File: config.mk
export PLATFORM = sky130hd
export DESIGN_NAME = logic_cell
export DESIGN_NICKNAME = d
export VERILOG_FILES = /design/src/rtl/lc_pkg.sv /design/src/rtl/lc_rst_sync.sv /design/src/rtl/lc_cfg_shift.sv /design/src/rtl/lc_lut_half.sv /design/src/rtl/lc_arith.sv /design/src/rtl/logic_cell.sv
export SDC_FILE = /design/constraint.sdc
export NUM_CORES = 1
export LEC_CHECK = 0
export ABC_AREA = 1
export BUFFER_PORTS_ARGS = -buffer_cell sky130_fd_sc_hd__buf_4
export CAP_MARGIN = 30
export CORE_MARGIN = 2
export CORE_UTILIZATION = 50
export CTS_CLUSTER_DIAMETER = 200
export DETAILED_ROUTE_END_ITERATION = 10
export PLACE_DENSITY = 0.72
export SLEW_MARGIN = 30
export SYNTH_ARGS = -nofsm -noshare
export SYNTH_HDL_FRONTEND = slang
export SYNTH_HIERARCHICAL = 1
export SYNTH_SLANG_ARGS = --single-unit
File: constraint.sdc
create_clock -name clk -period 1.76 [get_ports clk]
set_clock_uncertainty 0.2 [all_clocks]
set_input_delay 0 -clock clk [delete_from_list [all_inputs] [get_ports clk]]
set_output_delay 0 -clock clk [all_outputs]
set_load 0.03 [all_outputs]
File: src/rtl/lc_pkg.sv
package lc_pkg;

  typedef enum logic {
    LC_MODE_LOGIC = 1'b0,
    LC_MODE_ARITH = 1'b1
  } lc_mode_e;

  function automatic logic lc_majority(input logic x, input logic y, input logic z);
    return (x & y) | (x & z) | (y & z);
  endfunction

endpackage

File: src/rtl/lc_rst_sync.sv
module lc_rst_sync #(
  parameter int STAGES = 2
) (
  input  logic clk,
  input  logic rst_n_in,
  output logic rst_n_out
);
  logic [STAGES-1:0] sync_q;

  always_ff @(posedge clk or negedge rst_n_in) begin
    if (!rst_n_in) sync_q <= '0;
    else           sync_q <= {sync_q[STAGES-2:0], 1'b1};
  end

  assign rst_n_out = sync_q[STAGES-1];
endmodule

File: src/rtl/lc_cfg_shift.sv
module lc_cfg_shift #(
  parameter int CFG_W = 18
) (
  input  logic             clk,
  input  logic             rst_n,
  input  logic             shift_en,
  input  logic             sin,
  output logic [CFG_W-1:0] cfg,
  output logic             sout
);
  logic [CFG_W-1:0] cfg_d;

  always_comb begin
    cfg_d = cfg;
    if (shift_en) cfg_d = {cfg[CFG_W-2:0], sin};
  end

  always_ff @(posedge clk or negedge rst_n) begin
    if (!rst_n) cfg <= '0;
    else        cfg <= cfg_d;
  end

  assign sout = cfg[CFG_W-1];
endmodule

File: src/rtl/lc_lut_half.sv
module lc_lut_half #(
  parameter int SEL_W = 3,
  localparam int ENTRIES = 1 << SEL_W
) (
  input  logic [ENTRIES-1:0] table_bits,
  input  logic [SEL_W-1:0]   sel,
  output logic               y
);
  logic [ENTRIES-1:0] stage [SEL_W+1];

  assign stage[0] = table_bits;

  for (genvar lvl = 0; lvl < SEL_W; lvl++) begin : g_lvl
    localparam int N = ENTRIES >> (lvl + 1);
    always_comb begin
      stage[lvl+1] = '0;
      for (int k = 0; k < N; k++) begin
        stage[lvl+1][k] = sel[lvl] ? stage[lvl][2*k+1] : stage[lvl][2*k];
      end
    end
  end

  assign y = stage[SEL_W][0];
endmodule

File: src/rtl/lc_arith.sv
module lc_arith
  import lc_pkg::*;
(
  input  lc_mode_e mode,
  input  logic     lo,
  input  logic     hi,
  input  logic     half_sel,
  input  logic     cin,
  output logic     result,
  output logic     cout
);
  logic joined;
  logic sum;

  always_comb begin
    joined = half_sel ? hi : lo;
    sum    = lo ^ hi ^ cin;
    if (mode == LC_MODE_ARITH) begin
      result = sum;
      cout   = lc_majority(lo, hi, cin);
    end else begin
      result = joined;
      cout   = 1'b0;
    end
  end
endmodule

File: src/rtl/logic_cell.sv
module logic_cell
  import lc_pkg::*;
#(
  parameter int NUM_IN = 4,
  parameter int RST_STAGES = 2
) (
  input  logic              clk,
  input  logic              rst_n,
  input  logic [NUM_IN-1:0] din,
  input  logic              carry_in,
  output logic              carry_out,
  output logic              cell_out,
  input  logic              cfg_shift_en,
  input  logic              cfg_sin,
  output logic              cfg_sout
);
  localparam int SEL_W   = NUM_IN - 1;
  localparam int HALF    = 1 << SEL_W;
  localparam int TBL_W   = 2 * HALF;
  localparam int CFG_W   = TBL_W + 2;
  localparam int MODE_IX = CFG_W - 2;
  localparam int REG_IX  = CFG_W - 1;

  logic             rst_int_n;
  logic [CFG_W-1:0] cfg_q;
  logic             lut_lo;
  logic             lut_hi;
  logic             logic_res;
  logic             ff_en;
  logic             q_d;
  logic             q_r;
  lc_mode_e         mode;

  lc_rst_sync #(.STAGES(RST_STAGES)) u_rst (
    .clk      (clk),
    .rst_n_in (rst_n),
    .rst_n_out(rst_int_n)
  );

  lc_cfg_shift #(.CFG_W(CFG_W)) u_cfg (
    .clk     (clk),
    .rst_n   (rst_int_n),
    .shift_en(cfg_shift_en),
    .sin     (cfg_sin),
    .cfg     (cfg_q),
    .sout    (cfg_sout)
  );

  lc_lut_half #(.SEL_W(SEL_W)) u_lo (
    .table_bits(cfg_q[HALF-1:0]),
    .sel       (din[SEL_W-1:0]),
    .y         (lut_lo)
  );

  lc_lut_half #(.SEL_W(SEL_W)) u_hi (
    .table_bits(cfg_q[TBL_W-1:HALF]),
    .sel       (din[SEL_W-1:0]),
    .y         (lut_hi)
  );

  assign mode = lc_mode_e'(cfg_q[MODE_IX]);

  lc_arith u_arith (
    .mode    (mode),
    .lo      (lut_lo),
    .hi      (lut_hi),
    .half_sel(din[NUM_IN-1]),
    .cin     (carry_in),
    .result  (logic_res),
    .cout    (carry_out)
  );

  assign ff_en = ~cfg_shift_en;

  always_comb begin
    q_d = q_r;
    if (ff_en) q_d = logic_res;
  end

  always_ff @(posedge clk or negedge rst_int_n) begin
    if (!rst_int_n) q_r <= 1'b0;
    else            q_r <= q_d;
  end

  assign cell_out = cfg_q[REG_IX] ? q_r : logic_res;
endmodule

# Word level (Yosys, flattened, before mapping)
# Cells that the tools add are included.
# totals
memories,0
latchBits,0
out_inout_bits,3
ramBits,0
register_bits,21
rom_bits,0
word_cells,28
inputBits,9
# op_classes
n_shift,0
bitwise,7
eq_ne,0
n_lt_le_gt_ge,0
mux,18
n_mul,0
div_mod_pow,0
reduce_logical,0
n_addsub,0
# ops
cell,n
$mux 1,18
$and 1x1->1,3
$or 1x1->1,2
$xor 1x1->1,2

# Logic depth before layout (Yosys ltp)
# logic_depth
depth_word,7
depth_mapped,12

# By module
# Netlist, hierarchy kept.
# by_module_without_submodules
mod,area_each_um2,cells_each,n_inst
lc_cfg_shift,764.5,77,1
lc_lut_half,110.1,28,2
lc_arith,65.1,12,1
logic_cell,55.1,9,1
lc_rst_sync,53.8,3,1

# Least setup slack after synthesis
# No wires, ideal clock.
# synth_timing
path_type,reg-to-output
start,register u_cfg.cfg[7]
end,output cell_out
arrival_ps,1703
n_path_buf,0
path_stages_with_launch,13
setup_slack_ps,-143
path_cell_list,dfrtp_1 inv_1 nand2_1 nand3_1 nand2_1 nand2_1 nand2_1 inv_1 fa_1 or2_0 nand2_1 nand2_1 nand2_1
# synth_between
elab_chain_len,7
# synth_rtl
item,line_no,text
start: declaration,lc_cfg_shift.sv:8,"output logic [CFG_W-1:0] cfg,"
start signal: assignment,lc_cfg_shift.sv:20,else cfg <= cfg_d;
$mux 1 (*) (3 in series),lc_lut_half.sv:18,stage[lvl+1][k] = sel[lvl] ? stage[lvl][2*k+1] : stage[lvl][2*k];
net lut_lo,logic_cell.sv:26,logic lut_lo;
$xor 1x1->1 (2 in series),lc_arith.sv:17,sum = lo ^ hi ^ cin;
$mux 1 (*),lc_arith.sv:18,if (mode == LC_MODE_ARITH) begin
net logic_res,logic_cell.sv:28,logic logic_res;
$mux 1 (*),logic_cell.sv:85,assign cell_out = cfg_q[REG_IX] ? q_r : logic_res;
end: declaration,logic_cell.sv:12,"output logic cell_out,"
# Mark *: on every way through the listed nets, which the timed path passes. The rest lies on a longest branch.

# Worst setup path after layout
# layout_timing
start,register u_cfg.cfg[13]
end,output cell_out
# layout_between
elab_chain_len,7
# layout_rtl
item,line_no,text
$mux 1 (*) (3 in series),lc_lut_half.sv:18,
net lut_hi,logic_cell.sv:27,logic lut_hi;
$xor 1x1->1 (2 in series),lc_arith.sv:17,
$mux 1 (*),lc_arith.sv:18,
net logic_res,logic_cell.sv:28,
$mux 1 (*),logic_cell.sv:85,
# Marks and branches as above.

==> flow_metrics.env <==
export IMPL_clock_latency_ns=0.30
export IMPL_wl_per_cell_um=9.622
export IMPL_worstPathArrival_ns=2.05
export IMPL_global_route_usage_total_pct=20.15
export IMPL_ant_nets=0
export IMPL_setup_cp_type="reg2out"
export IMPL_synthesis_yosys_warnings=6
export IMPL_final_hold_violation_count=0
export IMPL_drt_first_iter_violations=8
export IMPL_grt_overflow_total=0
export IMPL_buffer_ports_inserted=11
export IMPL_mappedNetlistNets=167
export IMPL_fmaxAchievable_ghz=0.4454
export IMPL_final_layout_size_suffix_gt1_share_pct=31.96
export IMPL_maxCapViolations=0
export IMPL_chipHeight_um=52.14
export IMPL_result_of_the_run="finished, violations left"
export IMPL_preCtsSetupSlack_ns=-0.1733
export IMPL_setup_repair_after_global_routing_missed_its_margin="true"
export IMPL_largest_net_degree_at_the_start_of_global_routing=22
export IMPL_post_route_min_period_ns=2.245
export IMPL_power_per_cell_area_nw_per_um2=840.3
export IMPL_leakage_power_total_nw=0.8651
export IMPL_gp_congestion=0.8167
export IMPL_layout_nets=205
export IMPL_vias=977
export IMPL_core_area_um2=2191
export IMPL_grt_pass1_wl_um=4015
export IMPL_max_clock_path_buffers=2
export IMPL_total_routed_wirelength_um=2136
export IMPL_hold_slack_ns=0.002896
export IMPL_antenna_cells=0
export IMPL_timing_hold_worst_class="reg2async"
export IMPL_postSynthCellCount=157
export IMPL_drt_vias_per_instance=4.401
export IMPL_synthTopCellsByArea="dfrtp_1 (45%), nand2_1 (22%), nand2_2 (11%)"
export IMPL_p_total_mw=1.242
export IMPL_grt_antenna_before_repair=0
export IMPL_worst_setup_hold_path_clk_slew_ns=0.12
export IMPL_synth_area_leader_cell="dfrtp_1"
export IMPL_tritoncts="built"
export IMPL_initial_utilization_pct=52.88
export IMPL_row_count=17
export IMPL_setup_worst_path_start_class="register"
export IMPL_final_setup_vio_count=3
export IMPL_area_delta_synth_final_pct=27.54
export IMPL_h_tree_depth=1
export IMPL_r2r_start="u_cfg/cfg[13]"
export IMPL_violations="negative setup slack"
export IMPL_design_die_area_um2=2718
export IMPL_cts_buffers=3
export IMPL_power_ir_vdd_worst_mv=0.5627
export IMPL_grt_pass1_vias=992
export IMPL_mapped_area_um2=1159
export IMPL_die_w_um=52.14
export IMPL_syn_mean_instance_area_um2=7.380
export IMPL_worst_setup_path_end_kind="output port"
export IMPL_synth_lib_cells_used_distinct=14
export IMPL_dp_hpwl_um=1480
export IMPL_cp_max_fo=2
export IMPL_ys_seq_area_share_pct=45.36
export IMPL_firstDrtPassIters=4
export IMPL_cts_root_buffer="clkbuf_4"
export IMPL_critPathLaunch="u_cfg/cfg[13]"
export IMPL_detail_route_drc_violations=0
export IMPL_timing_final_max_slew_violations=0
export IMPL_finalNonFillerCells=222
export IMPL_cts_sinks=21
export IMPL_rrSetupSlack_ns=-0.12
export IMPL_place_detailed_instances=209
export IMPL_yosysTopAreaCellShare_pct=45.36
export IMPL_design_portCount=12
export IMPL_final_period_utilization_pct=127.6
export IMPL_setup_slack_ns=-0.4850
export IMPL_ys_seq_elements=21
export IMPL_required_ns=1.56
==> placed cells by master, fill, tap and decap left out <==
cell	instances
buf_4	30
or2_0	1
nand2_2	21
buf_6	1
nand2_1	67
inv_8	1
conb_1	1
nor2_1	1
clkbuf_4	3
nand3_1	9
dfrtp_1	21
fa_1	1
dlygate4sd3_1	6
inv_1	25
inv_2	4
nand2_4	1
clkinv_2	1
==> report_power, final <==
part / total, mW / switching, mW / leakage, nW / internal (mW)
combinational: 0.421 / 0.214 / 0.573 / 0.206
clock: 0.230 / 0.145 / 0.0177 / 0.0846
sequential: 0.591 / 0.0399 / 0.274 / 0.551
==> Yosys cell counts <==
| master | instances |
|---|---|
| buf_6 | 2 |
| nor2_1 | 1 |
| fa_1 | 1 |
| buf_4 | 1 |
| conb_1 | 1 |
| nand2_2 | 20 |
| inv_2 | 2 |
| or2_0 | 1 |
| inv_1 | 27 |
| buf_12 | 1 |
| nand3_1 | 9 |
| nand2_1 | 69 |
| dfrtp_1 | 21 |
| inv_8 | 1 |
==> final timing paths <==
kind                                    to  cells after the start
setup / recovery                  cell_out                     13
hold / removal               u_cfg/cfg[10]                      1
setup reg to reg                       q_r                     12
hold reg to reg              u_cfg/cfg[10]                      1
max in group asynchronous  u_rst/sync_q[1]                      3
min in group clk                       q_r                      9
==> state kept, by name, summed over array words and instances (netlist names) <==
register / flops
q_r: 1
u_rst/sync_q: 2
u_cfg/cfg: 18
==> worst max-delay path: stages (launching register included) <==
cell and delay, ns:
dfrtp_1 0.40, inv_1 0.06, nand2_1 0.04, nand3_1 0.08, nand2_1 0.05, nand2_1 0.05
nand2_1 0.06, inv_2 0.06, fa_1 0.40, or2_0 0.20, nand2_1 0.09, nand2_2 0.07
nand2_4 0.06, buf_6 0.12
==> final cells by class <==
type | instances | area, µm²
well taps | 28 | 35.03
fillers | 191 | 713.2
repair buffers | 37 | 296.5
flip-flops and latches | 21 | 525.5
multi-input cells | 102 | 473.0
clock buffers | 3 | 22.52
clock inverters | 1 | 5.005
inverters | 30 | 120.1
==> metal layers <==
metal	GRT usage (%)	part of all wire (%)	wire length (µm)	up-vias
li1	-	-	-	522
met1	23.89	45	968	440
met2	34.60	51	1093	13
met3	3.736	2.8	59	2
met4	10.26	0.75	16	0
met5	0	0	0	-
==> metrics by stage <==
step                area [µm²]  utilization [%]  setup TNS [ns]
floorplan                 1169                -        -0.01056
global placement          1364            62.25         -0.1763
detailed placement        1364            62.25         -0.2611
CTS                       1470            67.10         -0.7934
global route              1478            67.45          -1.314
finish                    1478            67.45         -0.7520
==> cell families after synthesis <==
| family | synth area share (%) |
|---|---|
| buf+inv | 14.69 |
| simple gates | 37.90 |
| fa+ha+maj | 1.728 |
| other cells | 0.3237 |
| flops | 45.36 |
==> timing repair <==
item,CTS,global route
resized for setup,1,0
cloned,0,0
endpoints found under the setup margin,3,3
hold buffers,6,0
pin swaps,1,1
endpoints found under the hold margin,21,0
buffers inserted,2,1
Power figures use the tool's default switching activity.
